`src/rtl/page_ptr_pkg.sv`:
```
package page_ptr_pkg;
   typedef enum logic [1:0] {
      CMD_LOW   = 2'b00,
      CMD_HIGH  = 2'b01,
      CMD_SPARE = 2'b10,
      CMD_KEEP  = 2'b11
   } cmd_code_e;
endpackage

```
`src/rtl/page_ptr_region.sv`:
```
module page_ptr_region
   import page_ptr_pkg::*;
(
   input  logic       clk,
   input  logic       rst_n,
   input  logic       small_page,
   input  logic       cmd_vld,
   input  logic [1:0] cmd_sel,
   input  logic       addr_vld,
   output logic       cmd_take,
   output logic       spare_q,
   output logic       hi_q,
   output logic [2:0] take_byte
);
   cmd_code_e  code;
   logic [1:0] bidx_q;

   assign code = cmd_code_e'(cmd_sel);

   always_comb begin
      cmd_take = cmd_vld;
      if (code == CMD_SPARE && small_page)
         cmd_take = 1'b0;
   end

   always_comb begin
      take_byte = '0;
      if (addr_vld && !cmd_vld) begin
         case (bidx_q)
            2'd0:    take_byte[0] = 1'b1;
            2'd1:    take_byte[1] = 1'b1;
            2'd2:    take_byte[2] = 1'b1;
            default: take_byte = '0;
         endcase
      end
   end

   always_ff @(posedge clk) begin
      if (!rst_n) begin
         spare_q <= 1'b0;
         hi_q    <= 1'b0;
         bidx_q  <= 2'd0;
      end else if (cmd_take) begin
         bidx_q <= 2'd0;
         case (code)
            CMD_LOW:   begin spare_q <= 1'b0; hi_q <= 1'b0; end
            CMD_HIGH:  begin spare_q <= 1'b0; hi_q <= 1'b1; end
            CMD_SPARE: begin spare_q <= 1'b1; hi_q <= 1'b0; end
            default:   ;
         endcase
      end else if (addr_vld && !cmd_vld && bidx_q != 2'd3) begin
         bidx_q <= bidx_q + 2'd1;
      end
   end
endmodule

```
`src/rtl/page_ptr_column.sv`:
```
module page_ptr_column
   import page_ptr_pkg::*;
#(
   parameter int MAIN_BYTES  = 512,
   parameter int SPARE_BYTES = 16,
   localparam int COL_W  = $clog2(MAIN_BYTES + SPARE_BYTES),
   localparam int OFF_W  = $clog2(SPARE_BYTES)
) (
   input  logic             clk,
   input  logic             rst_n,
   input  logic             small_page,
   input  logic             cmd_take,
   input  logic [1:0]       cmd_sel,
   input  logic             load_first,
   input  logic [7:0]       addr_byte,
   input  logic             spare,
   input  logic             hi,
   input  logic             adv,
   input  logic             blk_end,
   output logic             at_last,
   output logic [COL_W-1:0] col_q
);
   localparam logic [COL_W-1:0] HALF  = COL_W'(MAIN_BYTES / 2);
   localparam logic [COL_W-1:0] SBASE = COL_W'(MAIN_BYTES);
   localparam logic [COL_W-1:0] LAST_L = COL_W'(MAIN_BYTES + SPARE_BYTES - 1);
   localparam logic [COL_W-1:0] LAST_S = COL_W'(MAIN_BYTES - 1);

   logic [COL_W-1:0] last;
   logic [COL_W-1:0] first_col;

   generate
      if (SPARE_BYTES > 0) begin : g_opt
         assign last = small_page ? LAST_S : LAST_L;
      end else begin : g_fixed
         logic unused_sz;
         assign unused_sz = small_page;
         assign last = LAST_S;
      end
   endgenerate

   assign at_last = (col_q == last);

   always_comb begin
      if (spare)
         first_col = SBASE + COL_W'(addr_byte[OFF_W-1:0]);
      else
         first_col = {{(COL_W-9){1'b0}}, hi, addr_byte};
   end

   always_ff @(posedge clk) begin
      if (!rst_n) begin
         col_q <= '0;
      end else if (cmd_take) begin
         case (cmd_code_e'(cmd_sel))
            CMD_LOW:   col_q <= '0;
            CMD_HIGH:  col_q <= HALF;
            CMD_SPARE: col_q <= SBASE;
            default:   ;
         endcase
      end else if (load_first) begin
         col_q <= first_col;
      end else if (adv) begin
         if (!at_last)
            col_q <= col_q + 1'b1;
         else if (!blk_end)
            col_q <= spare ? SBASE : '0;
      end
   end
endmodule

```
`src/rtl/page_ptr_page.sv`:
```
module page_ptr_page #(
   parameter int PG_IN_BLK_W = 5,
   parameter int BLK_W       = 10,
   localparam int PA_W = PG_IN_BLK_W + BLK_W
) (
   input  logic            clk,
   input  logic            rst_n,
   input  logic            load_lo,
   input  logic            load_hi,
   input  logic [7:0]      addr_byte,
   input  logic            inc,
   output logic            blk_end,
   output logic [PA_W-1:0] page_q
);
   assign blk_end = &page_q[PG_IN_BLK_W-1:0];

   always_ff @(posedge clk) begin
      if (!rst_n)
         page_q <= '0;
      else if (load_lo)
         page_q[7:0] <= addr_byte;
      else if (load_hi)
         page_q[PA_W-1:8] <= addr_byte[PA_W-9:0];
      else if (inc)
         page_q <= page_q + 1'b1;
   end
endmodule

```
`src/rtl/page_pointer_ctrl.sv`:
```
module page_pointer_ctrl #(
   parameter int MAIN_BYTES  = 512,
   parameter int SPARE_BYTES = 16,
   parameter int PG_IN_BLK_W = 5,
   parameter int BLK_W       = 10,
   localparam int COL_W = $clog2(MAIN_BYTES + SPARE_BYTES),
   localparam int PA_W  = PG_IN_BLK_W + BLK_W
) (
   input  logic             clk,
   input  logic             rst_n,
   input  logic             small_page,
   input  logic             cmd_vld,
   input  logic [1:0]       cmd_sel,
   input  logic             addr_vld,
   input  logic [7:0]       addr_byte,
   input  logic             step,
   output logic [COL_W-1:0] col,
   output logic [PA_W-1:0]  page,
   output logic             load_req,
   output logic             blk_stop
);
   generate
      if (MAIN_BYTES != 512) begin : g_bad_main
         $error("MAIN_BYTES must be 512: one implied bit above an 8-bit byte");
      end
      if (PA_W != 15) begin : g_bad_pa
         $error("page address must be 15 bits: 8 plus 7 from two bytes");
      end
      if (SPARE_BYTES != 0 && SPARE_BYTES != 16) begin : g_bad_spare
         $error("SPARE_BYTES must be 0 or 16");
      end
   endgenerate

   logic       cmd_take;
   logic       spare_w;
   logic       hi_w;
   logic [2:0] take_byte;
   logic       at_last;
   logic       blk_end;
   logic       adv;
   logic       roll;
   logic       stop_q;
   logic       req_q;

   assign adv  = step && !cmd_vld && !addr_vld && !stop_q;
   assign roll = adv && at_last && !blk_end;

   page_ptr_region u_region (
      .clk, .rst_n, .small_page, .cmd_vld, .cmd_sel, .addr_vld,
      .cmd_take, .spare_q(spare_w), .hi_q(hi_w), .take_byte
   );

   page_ptr_column #(.MAIN_BYTES(MAIN_BYTES), .SPARE_BYTES(SPARE_BYTES)) u_col (
      .clk, .rst_n, .small_page, .cmd_take, .cmd_sel,
      .load_first(take_byte[0]), .addr_byte, .spare(spare_w), .hi(hi_w),
      .adv, .blk_end, .at_last, .col_q(col)
   );

   page_ptr_page #(.PG_IN_BLK_W(PG_IN_BLK_W), .BLK_W(BLK_W)) u_page (
      .clk, .rst_n, .load_lo(take_byte[1]), .load_hi(take_byte[2]),
      .addr_byte, .inc(roll), .blk_end, .page_q(page)
   );

   always_ff @(posedge clk) begin
      if (!rst_n) begin
         stop_q <= 1'b0;
         req_q  <= 1'b0;
      end else begin
         req_q <= take_byte[2] || roll;
         if (take_byte[2])
            stop_q <= 1'b0;
         else if (adv && at_last && blk_end)
            stop_q <= 1'b1;
      end
   end

   assign load_req = req_q;
   assign blk_stop = stop_q;
endmodule

```
`config.mk`:
```
export PLATFORM = sky130hd
export DESIGN_NAME = page_pointer_ctrl
export DESIGN_NICKNAME = d
export VERILOG_FILES = /design/src/rtl/page_ptr_pkg.sv /design/src/rtl/page_ptr_region.sv /design/src/rtl/page_ptr_column.sv /design/src/rtl/page_ptr_page.sv /design/src/rtl/page_pointer_ctrl.sv
export SDC_FILE = /design/constraint.sdc
export NUM_CORES = 1
export LEC_CHECK = 0
export BUFFER_PORTS_ARGS = -buffer_cell sky130_fd_sc_hd__buf_4
export CAP_MARGIN = 20
export CORE_ASPECT_RATIO = 0.8
export CORE_MARGIN = 3
export CORE_UTILIZATION = 50
export CTS_CLUSTER_SIZE = 20
export DETAILED_ROUTE_END_ITERATION = 8
export PLACE_DENSITY = 0.71
export SLEW_MARGIN = 20
export SYNTH_ARGS = -nofsm -noshare
export SYNTH_HDL_FRONTEND = slang
export SYNTH_SLANG_ARGS = --single-unit
```
`constraint.sdc`:
```
create_clock -name clk -period 2.9 [get_ports clk]
set_input_delay 0.87 -clock clk [delete_from_list [all_inputs] [get_ports clk]]
set_output_delay 0.87 -clock clk [all_outputs]
set_load 0.01 [all_outputs]
```
==> flow_summary.json, run 1 <==
{
  "rsz0062_at_grt": "false",
  "hpwlAfterDp_um": 4078,
  "track_usage_pct": 22.80,
  "initial_utilization_pct": 54.90,
  "synthFlopType": "dfxtp_1",
  "layout_commonest_cell": "buf_4",
  "setup_viol": 0,
  "status": "finished clean",
  "netlist_area_um2": 1997,
  "pre_cts_ws_ps": 96.22,
  "final_hold_viol_count": 0,
  "min_period_ps": 2534,
  "synth_seq_cells": 31,
  "max-cap-violations": 0,
  "pin_count": 43,
  "cts_tree": "done",
  "synthMuxAreaShare_pct": 0,
  "avgViaCountPerCell": 5.714,
  "syn_nets": 278,
  "synth-adder-area-share_pct": 7.519,
  "cts_resized": 0,
  "drive_above_1_share_pct": 21.43,
  "layout.cells.non_filler": 346,
  "dp_cells": 340,
  "clkTransAtPathRegs_ps": 60,
  "synth_compound_area_share_pct": 26.69,
  "cp_data_required_time_ps": 3120,
  "ant_nets": 0,
  "synth-edff-count": 0,
  "syn_inst": 250,
  "slew_viol_final": 0,
  "wl_per_cell_um": 15.64,
  "cp_max_fo": 7,
  "start_kind": "input port",
  "antenna_cells": 0,
  "port_buffers": 42,
  "post_synth.cell_area_avg_um2": 7.988,
  "hp-class": "reg -> reg",
  "clk_latency_ps": 280,
  "path_class": "in -> reg",
  "yosys.area_share.simple_pct": 24.31,
  "power.total_uw": 888.1,
  "cts_buffers": 5,
  "numClockSinks": 31,
  "grt_max_degree": 20,
  "post_cts_buffers": 0,
  "grt_overflow_total": 0,
  "reg2reg_setup_slack_ps": 640,
  "wirelength_um": 5413,
  "async_reset_ff_share_pct": 0,
  "r2r-start": "u_col.col_q[7]",
  "antenna_found_initial": 0,
  "ir_drop_mv": 0.3175,
  "worst_pin_slew_ps": 446.4,
  "end_kind": "flop",
  "hold_buffers": 0,
  "area_growth_pct": 22.49,
  "gp_congestion": 0.8809,
  "drt_iter0_markers": 155,
  "setup_tns_ps": 0,
  "dieArea_um2": 4793,
  "yosysSeqAreaShare_pct": 31.08,
  "timing.fmax_mhz": 394.7,
  "clock_path_buffers": 2,
  "ctsRootBufferMaster": "clkbuf_8",
  "drtPass1Iterations": 5,
  "critPathArrivalTime_ps": 2760,
  "route.vias.total": 1977,
  "regToRegEndpoint": "u_col.col_q[5]",
  "grt_pass1_vias": 1808,
  "synthXorXnorAreaFrac_pct": 5.702,
  "r2r_cells": 6,
  "fin_nets": 323,
  "post-route-period-util_pct": 87.37,
  "slew-limit-headroom_pct": 70.24,
  "htree_num_levels": 2,
  "die_y_um": 62.53,
  "final_cell_mix": "50 x buf_4, 31 x dfxtp_1, 24 x a21oi_1",
  "finalClockSkew_ps": 6.233,
  "grt_pass1_wl_um": 8894,
  "worst_slack_ps": 366.2,
  "leakage_nw": 0.9716,
  "synth-warning-count": 0,
  "drc": 0,
  "synth_top_family_by_area": "compound AO/OA/AOI/OAI gates",
  "fp.dieW_um": 76.66,
  "crit_path_end": "u_col.col_q[5]",
  "rows": 19,
  "core_um2": 3637,
  "critPathLaunch": "small_page",
  "ys_types": 47,
  "power_density_nw_per_um2": 363.1
}
[critical path, cell delays in order]
cell	delay [ps]
buf_4	130
or4b_4	490
nor4_4	210
o211ai_1	140
a21oi_1	380
and2_1	360
a221o_1	190
[flip-flops by register name (all words and copies together) (netlist names)]
register / flops
u_region.bidx_q: 2
u_region.spare_q: 1
u_page.page_q: 15
load_req: 1
u_col.col_q: 10
u_region.hi_q: 1
blk_stop: 1
[worst min-delay path by stage]
stage / endpoint / slack (ps) / cells past startpoint / start
detailed placement: u_region.hi_q / 480 / 2 / u_region.hi_q
global route: u_region.hi_q / 510 / 2 / u_region.hi_q
finish: u_region.hi_q / 500 / 2 / u_region.hi_q
CTS: u_region.hi_q / 490 / 2 / u_region.hi_q
global placement: u_region.hi_q / 480 / 2 / u_region.hi_q
floorplan: u_region.hi_q / 450 / 2 / u_region.hi_q
[final cells by class]
type,instances,area [µm²]
timing repair buffer,50,375.4
inverter,8,30.03
fill,347,1191
tap,52,65.06
multi-input combinational,199,1282
clock buffer,6,72.57
sequential,31,620.6
[power by group]
part           switching [mW]  leakage, nW  total [mW]  internal (mW)
clock network           0.149       0.0371       0.309          0.160
logic                  0.0685        0.684       0.127         0.0589
registers              0.0159        0.251       0.452          0.436
total                   0.233        0.972       0.888          0.655
[cells in the mapped netlist (5+ instances only)]
master | n | share of area, %
dfxtp_1 | 31 | 31
a21oi_1 | 24 | 6.0
nor2_1 | 22 | 4.1
nand2_1 | 21 | 3.9
o21ai_0 | 20 | 5.0
ha_1 | 12 | 7.5
nor3_1 | 9 | 2.3
inv_1 | 8 | 1.5
nand3_1 | 8 | 2.0
a22oi_1 | 7 | 2.6
clkbuf_1 | 7 | 1.3
xnor2_1 | 7 | 3.1
nand4_1 | 6 | 1.9
o2bb2ai_1 | 6 | 2.6
xor2_1 | 6 | 2.6
a31oi_1 | 5 | 1.6
[logic make-up (layout without fill, tap and decap cells)]
| group | Yosys count | in the layout |
|---|---|---|
| AOI/OAI and AO/OA | 82 | 82 |
| xor gates and xnor gates | 13 | 13 |
| adders and majority gates | 12 | 12 |
| buffers and inverters | 20 | 64 |
| DFF | 31 | 31 |
| and+or+nand+nor | 92 | 92 |
[per-stage QoR]
| stage | cell area (µm²) | hold WS (ps) | utilization, % |
|---|---|---|---|
| 2_1_floorplan | 1997 | 449.8 | - |
| 3_3_place_gp | 2374 | 479.3 | 65.26 |
| 3_5_place_dp | 2374 | 483.6 | 65.26 |
| 4_1_cts | 2446 | 493.7 | 67.25 |
| 5_1_grt | 2446 | 506.1 | 67.25 |
| 6_report | 2446 | 496.0 | 67.25 |
[per-layer routing]
| layer | vias up | track usage [%] | wire, µm |
|---|---|---|---|
| met3 | 5 | 4.611 | 345 |
| met1 | 908 | 35.12 | 2769 |
| met4 | 0 | 6.335 | 31 |
| li1 | 1000 | - | - |
| met5 | - | 0 | 0 |
| met2 | 64 | 31.47 | 2266 |
Power figures use the tool's default switching activity.
==> inputs of run 2 (changes only) <==
--- a/config.mk
+++ b/config.mk
@@ -5,14 +5,15 @@
 export SDC_FILE = /design/constraint.sdc
 export NUM_CORES = 1
 export LEC_CHECK = 0
+export ABC_AREA = 1
 export BUFFER_PORTS_ARGS = -buffer_cell sky130_fd_sc_hd__buf_4
 export CAP_MARGIN = 20
-export CORE_ASPECT_RATIO = 0.8
+export CORE_ASPECT_RATIO = 0.75
 export CORE_MARGIN = 3
 export CORE_UTILIZATION = 50
 export CTS_CLUSTER_SIZE = 20
 export DETAILED_ROUTE_END_ITERATION = 8
-export PLACE_DENSITY = 0.71
+export PLACE_DENSITY = 0.7
 export SLEW_MARGIN = 20
 export SYNTH_ARGS = -nofsm -noshare
 export SYNTH_HDL_FRONTEND = slang
==> run 2 against run 1 <==
Sequential power is 1% higher. Count of clock-buffer cells in the layout stayed put. Combinational power is 24% higher. Sequential share of layout area is 2.7 points lower. Flip-flop and latch count stayed put.
==> flow_summary.json, run 2 <==
{
  "avgViaCountPerCell": 5.234,
  "grt_pass1_wl_um": 10380,
  "die_y_um": 64.75,
  "layout.cells.non_filler": 462,
  "reg.largest.list": "u_page.page_q: 15 flops, u_col.col_q: 10 flops, u_region.bidx_q: 2 flops",
  "drive_above_1_share_pct": 17.94,
  "synth-warning-count": 0,
  "min_path_cells": 2,
  "power_density_nw_per_um2": 379.5,
  "cp_max_fo": 13,
  "r2r_cells": 9,
  "synth_most_common_cell": "nand2_1",
  "antenna_found_initial": 0,
  "rows": 20,
  "post_cts_buffers": 0,
  "drtPass1Iterations": 4,
  "ctsRootBufferMaster": "clkbuf_8",
  "synthFlopType": "dfxtp_1",
  "yosysSeqAreaShare_pct": 26.97,
  "cts_tree": "done",
  "antenna_cells": 0,
  "numClockSinks": 31,
  "fp.dieW_um": 84.33,
  "grt_max_degree": 18,
  "layout_commonest_cell": "nand2_1",
  "hold_buffers": 0,
  "top_register": "u_page.page_q",
  "slew-limit-headroom_pct": 54.77,
  "synth_compound_area_share_pct": 12.18,
  "route.vias.total": 2418,
  "clock_path_buffers": 2,
  "ant_nets": 0,
  "dieArea_um2": 5460,
  "cts_resized": 0,
  "yosysTopAreaCell": "dfxtp_1",
  "slowest_delay_ps": 230,
  "drc": 0,
  "clk_latency_ps": 290,
  "cts_buffers": 5,
  "wl_per_cell_um": 13.50,
  "path_class": "in -> reg",
  "cp_data_required_time_ps": 3080,
  "cp.buffers_inverters": 4,
  "htree_num_levels": 2,
  "grt_overflow_total": 0,
  "final_cell_mix": "94 x nand2_1, 58 x nor2_1, 45 x inv_1",
  "ir_drop_mv": 0.2728,
  "dp_cells": 455,
  "fin_nets": 435,
  "fillCellCount": 400,
  "port_buffers": 42,
  "crit_slowest_cell": "nand2_2",
  "synth_top_cells_by_count": "94 x nand2_1, 58 x nor2_1, 45 x inv_1, 31 x dfxtp_1",
  "post_synth.cell_area_avg_um2": 6.304,
  "synth-adder-area-share_pct": 6.525,
  "final_hold_viol_count": 0,
  "final_cell_area_um2": 2741,
  "yosys.area_share.simple_pct": 40.84,
  "drt_iter0_markers": 228,
  "async_reset_ff_share_pct": 0,
  "hpwlAfterDp_um": 4729,
  "crit_chain": "buf_4 > inv_1 > ha_1 > nand2_1 > nand2_2 > nand3_1 > o31ai_1 > inv_1 > nand2_2 > inv_1 > o21ai_0 > nor2_1",
  "end_kind": "flop",
  "track_usage_pct": 23.93,
  "placed_area_um2": 2639,
  "min_period_ps": 2169,
  "setup_tns_ps": 0,
  "status": "finished clean",
  "netlist.area_leader.share_pct": 26.97,
  "ys_types": 33,
  "initial_utilization_pct": 54.41,
  "critPathMostFrequentCell": "inv_1",
  "synthMuxAreaShare_pct": 0.4350,
  "synth-edff-count": 0,
  "synthXorXnorAreaFrac_pct": 3.045,
  "max-cap-violations": 0,
  "clkTransAtPathRegs_ps": 70,
  "rsz0062_at_grt": "false",
  "worst_pin_slew_ps": 676.9,
  "worstSetupPathDepth": 12,
  "pin_count": 43,
  "wirelength_um": 6236,
  "post-route-period-util_pct": 74.80,
  "area_growth_pct": 19.14,
  "syn_inst": 365,
  "slew_viol_final": 0,
  "start_kind": "input port",
  "core_um2": 4229,
  "hp-class": "reg -> reg",
  "synth_seq_cells": 31,
  "leakage_nw": 1.317,
  "final_util_pct": 64.82,
  "critPathArrivalTime_ps": 2350,
  "cp_top_family": "simple AND/OR/NAND/NOR gates",
  "timing.fmax_mhz": 461.0,
  "finalClockSkew_ps": 10.22,
  "ys_top_cells_by_area": "dfxtp_1 27%, nand2_1 15%, nor2_1 9.5%, inv_1 7.3%, ha_1 6.5%",
  "synth_top_family_by_area": "simple AND/OR/NAND/NOR gates",
  "power.total_mw": 1.040,
  "syn_nets": 393,
  "grt_pass1_vias": 2032,
  "netlist_area_um2": 2301,
  "gp_congestion": 0.8848,
  "setup_viol": 0,
  "largest_reg_flops": 15
}
## run 2: cell count changes in the layout (fill, tap and decap cells not counted), sizes merged, moves of 5 or more
cell	change
xnor2	-5
nand3	+18
a21oi	-6
o2bb2ai	-6
nor2	+41
a22oi	-7
inv	+39
buf	-7
nor3	-6
nand2	+83
## run 2: path summary, 6_finish.rpt
path                    end  slack [ps]        startpoint
min           u_region.hi_q         490     u_region.hi_q
max reg2reg  u_col.col_q[8]         790  u_page.page_q[0]
min reg2reg   u_region.hi_q         490     u_region.hi_q
max          u_col.col_q[8]         730        cmd_sel[0]
## run 2: stage by stage
| step | hold slack (ps) | setup slack (ps) |
|---|---|---|
| after floorplan | 439.2 | 806.5 |
| after global placement | 487.3 | 536.1 |
| after detailed placement | 483.7 | 456.3 |
| after CTS | 493.5 | 752.9 |
| after global routing | 514.1 | 575.2 |
| final | 491.9 | 730.7 |
## run 2: area by class of cell
type                            count  area, µm²  share of cell area (%)
Multi-Input combinational cell    279       1450                   52.90
Sequential cell                    31      620.6                   22.64
Timing Repair Buffer               43      322.8                   11.78
Inverter                           47      176.4                   6.435
Clock buffer                        6      72.57                   2.647
Tap cell                           55      68.82                   2.510
Clock inverter                      1      30.03                   1.095
## run 2: tightest hold or removal path, cell delays in order (launching register included)
cell and delay (ps):
dfxtp_1 330, nand2_1 70, a21oi_1 50
## run 2: power by group
group / switching [mW] / internal, mW / leakage [nW]
Combinational: 0.0947 / 0.0627 / 1.01
Clock: 0.172 / 0.252 / 0.0513
Sequential: 0.0196 / 0.439 / 0.251
Total: 0.287 / 0.754 / 1.32
## run 2: cells by family (layout without fill, tap and decap cells)
family | Yosys count | count (layout)
fa+ha+maj | 12 | 12
xor+xnor | 8 | 8
simple gates | 206 | 206
flops | 31 | 31
mux | 1 | 1
compound gates | 52 | 52
buf+inv | 55 | 97
## run 2: per-layer routing
| layer | part of all wire [%] | wire length, µm | GRT usage, % |
|---|---|---|---|
| met1 | 52 | 3264 | 37.88 |
| met2 | 38 | 2352 | 31.69 |
| met3 | 8.8 | 547 | 5.083 |
| met4 | 1.2 | 72 | 6.522 |
| met5 | 0 | 0 | 0 |
==> inputs of run 3 (changes only) <==
--- a/config.mk
+++ b/config.mk
@@ -13,7 +13,7 @@
 export CORE_UTILIZATION = 50
 export CTS_CLUSTER_SIZE = 20
 export DETAILED_ROUTE_END_ITERATION = 8
-export PLACE_DENSITY = 0.7
+export PLACE_DENSITY = 0.73
 export SLEW_MARGIN = 20
 export SYNTH_ARGS = -nofsm -noshare
 export SYNTH_HDL_FRONTEND = slang
==> constraint.sdc (replaced) <==
create_clock -name clk -period 1.9 [get_ports clk]
set_input_delay 0.57 -clock clk [delete_from_list [all_inputs] [get_ports clk]]
set_output_delay 0.57 -clock clk [all_outputs]
set_load 0.01 [all_outputs]
==> run 3 against run 2 <==
Global-route usage grew 0.78 points. Wire length grew 5.2%. Cell count grew 4.8%. Non-clock buffer count grew 21. Sequential power grew 52%. Count of clock-buffer cells in the layout grew 1. Largest cell class unchanged.
==> flow_summary.json, run 3 (same netlist as run 2, synthesis figures left out) <==
{
  "status": "finished clean",
  "avgViaCountPerCell": 5.293,
  "drtPass1Iterations": 5,
  "dieArea_um2": 5460,
  "grt_pass1_wl_um": 10790,
  "grt_pass1_vias": 2205,
  "rows": 20,
  "setup_viol": 0,
  "timing.fmax_mhz": 579.5,
  "ir_drop_mv": 0.3953,
  "track_usage_pct": 24.71,
  "top_register": "u_page.page_q",
  "wl_per_cell_um": 13.55,
  "largest_reg_flops": 15,
  "reg.largest.list": "u_page.page_q: 15 flops, u_col.col_q: 10 flops, u_region.bidx_q: 2 flops",
  "cp_data_required_time_ps": 2060,
  "clk_latency_ps": 290,
  "drc": 0,
  "worst_pin_slew_ps": 476.9,
  "cts_buffers": 5,
  "wirelength_um": 6560,
  "gp_congestion": 0.8990,
  "die_y_um": 64.75,
  "finalClockSkew_ps": 8.308,
  "layout_commonest_cell": "nand2_1",
  "pin_count": 43,
  "drt_iter0_markers": 260,
  "route.vias.total": 2562,
  "final_hold_viol_count": 0,
  "antenna_cells": 0,
  "leakage_nw": 1.434,
  "hpwlAfterDp_um": 4956,
  "antenna_found_initial": 0,
  "core_um2": 4229,
  "end_kind": "flop",
  "numClockSinks": 31,
  "whs_ps": 467.8,
  "drive_above_1_share_pct": 22.61,
  "grt_max_degree": 18,
  "grt_overflow_total": 0,
  "max-cap-violations": 0,
  "critPathArrivalTime_ps": 1880,
  "ctsRootBufferMaster": "clkbuf_8",
  "hold_buffers": 0,
  "area_growth_pct": 27.24,
  "fin_nets": 456,
  "clock_path_buffers": 2,
  "path_class": "reg -> reg",
  "start_kind": "flop",
  "layout.cells.non_filler": 484,
  "power_density_nw_per_um2": 513.0,
  "slew-limit-headroom_pct": 68.17,
  "final_util_pct": 69.23,
  "post-route-period-util_pct": 90.82,
  "initial_utilization_pct": 54.41,
  "min_period_ps": 1726,
  "final_cell_mix": "94 x nand2_1, 62 x buf_4, 58 x nor2_1",
  "htree_num_levels": 2,
  "fp.dieW_um": 84.33,
  "port_buffers": 42,
  "cts_tree": "done",
  "dp_cells": 473,
  "hp-class": "reg -> reg",
  "ant_nets": 0,
  "clkTransAtPathRegs_ps": 70,
  "slew_viol_final": 0,
  "cp_max_fo": 7
}
run 3: changes by cell type in the layout (fill, tap and decap cells not counted), moves of 2 or more:
cell | previous run | this run
ha_1 | 12 | 10
buf_12 | 0 | 2
nand2_2 | 7 | 5
ha_2 | 0 | 2
nand2_4 | 2 | 4
buf_4 | 43 | 62
run 3: worst paths after layout:
check | cells after the start | slack [ps] | from | to
worst max-delay path | 10 | 170 | u_page.page_q[1] | u_col.col_q[0]
worst min-delay path | 2 | 470 | u_region.hi_q | u_region.hi_q
worst max register to register | 10 | 170 | u_page.page_q[1] | u_col.col_q[0]
worst min register to register | 2 | 470 | u_region.hi_q | u_region.hi_q
run 3: critical path: stages, from the launching register on:
cell and delay (ps):
dfxtp_2 350, ha_2 210, nand2_1 70, nor2_1 140, ha_2 230, nand4_1 140
nand2_4 150, buf_4 130, nor2_4 40, nand2_1 70, a21oi_1 60
run 3: timing repair:
item,4_1_cts,5_1_grt
setup endpoints to repair,0,22
setup buffers,0,3
resized for setup,0,8
run 3: final cells by class:
cell class	instances	area, µm²
fillers	404	1301
clock inverters	1	5.005
inverters	47	178.9
flip-flops and latches	31	621.8
well taps	55	68.82
multi-input cells	279	1471
clock buffers	7	76.32
repair buffers	64	505.5
run 3: through the flow:
step                setup slack, ps  TNS [ps]  cell area (µm²)  total power [mW]
finish                        174.3         0             2928             1.502
CTS                           83.02         0             2880             1.485
floorplan                     106.5         0             2301            0.8658
global placement             -18.67    -96.62             2799            0.9708
global route                 -27.33    -46.71             2928             1.571
detailed placement           -102.8    -646.8             2799            0.9753
run 3: power breakdown:
part | switching, mW | internal [mW] | leakage [nW]
logic | 0.161 | 0.123 | 1.14
clock network | 0.264 | 0.257 | 0.0422
registers | 0.0259 | 0.670 | 0.252
total | 0.452 | 1.05 | 1.43
run 3: metal layers:
layer	vias up	share of wire, %	routed length, µm	GRT usage (%)
met2	98	41	2690	34.45
met4	0	1.2	77	6.126
met1	1162	50	3251	37.57
met3	11	8.2	540	5.972
li1	1291	-	-	-
met5	-	0	0	0
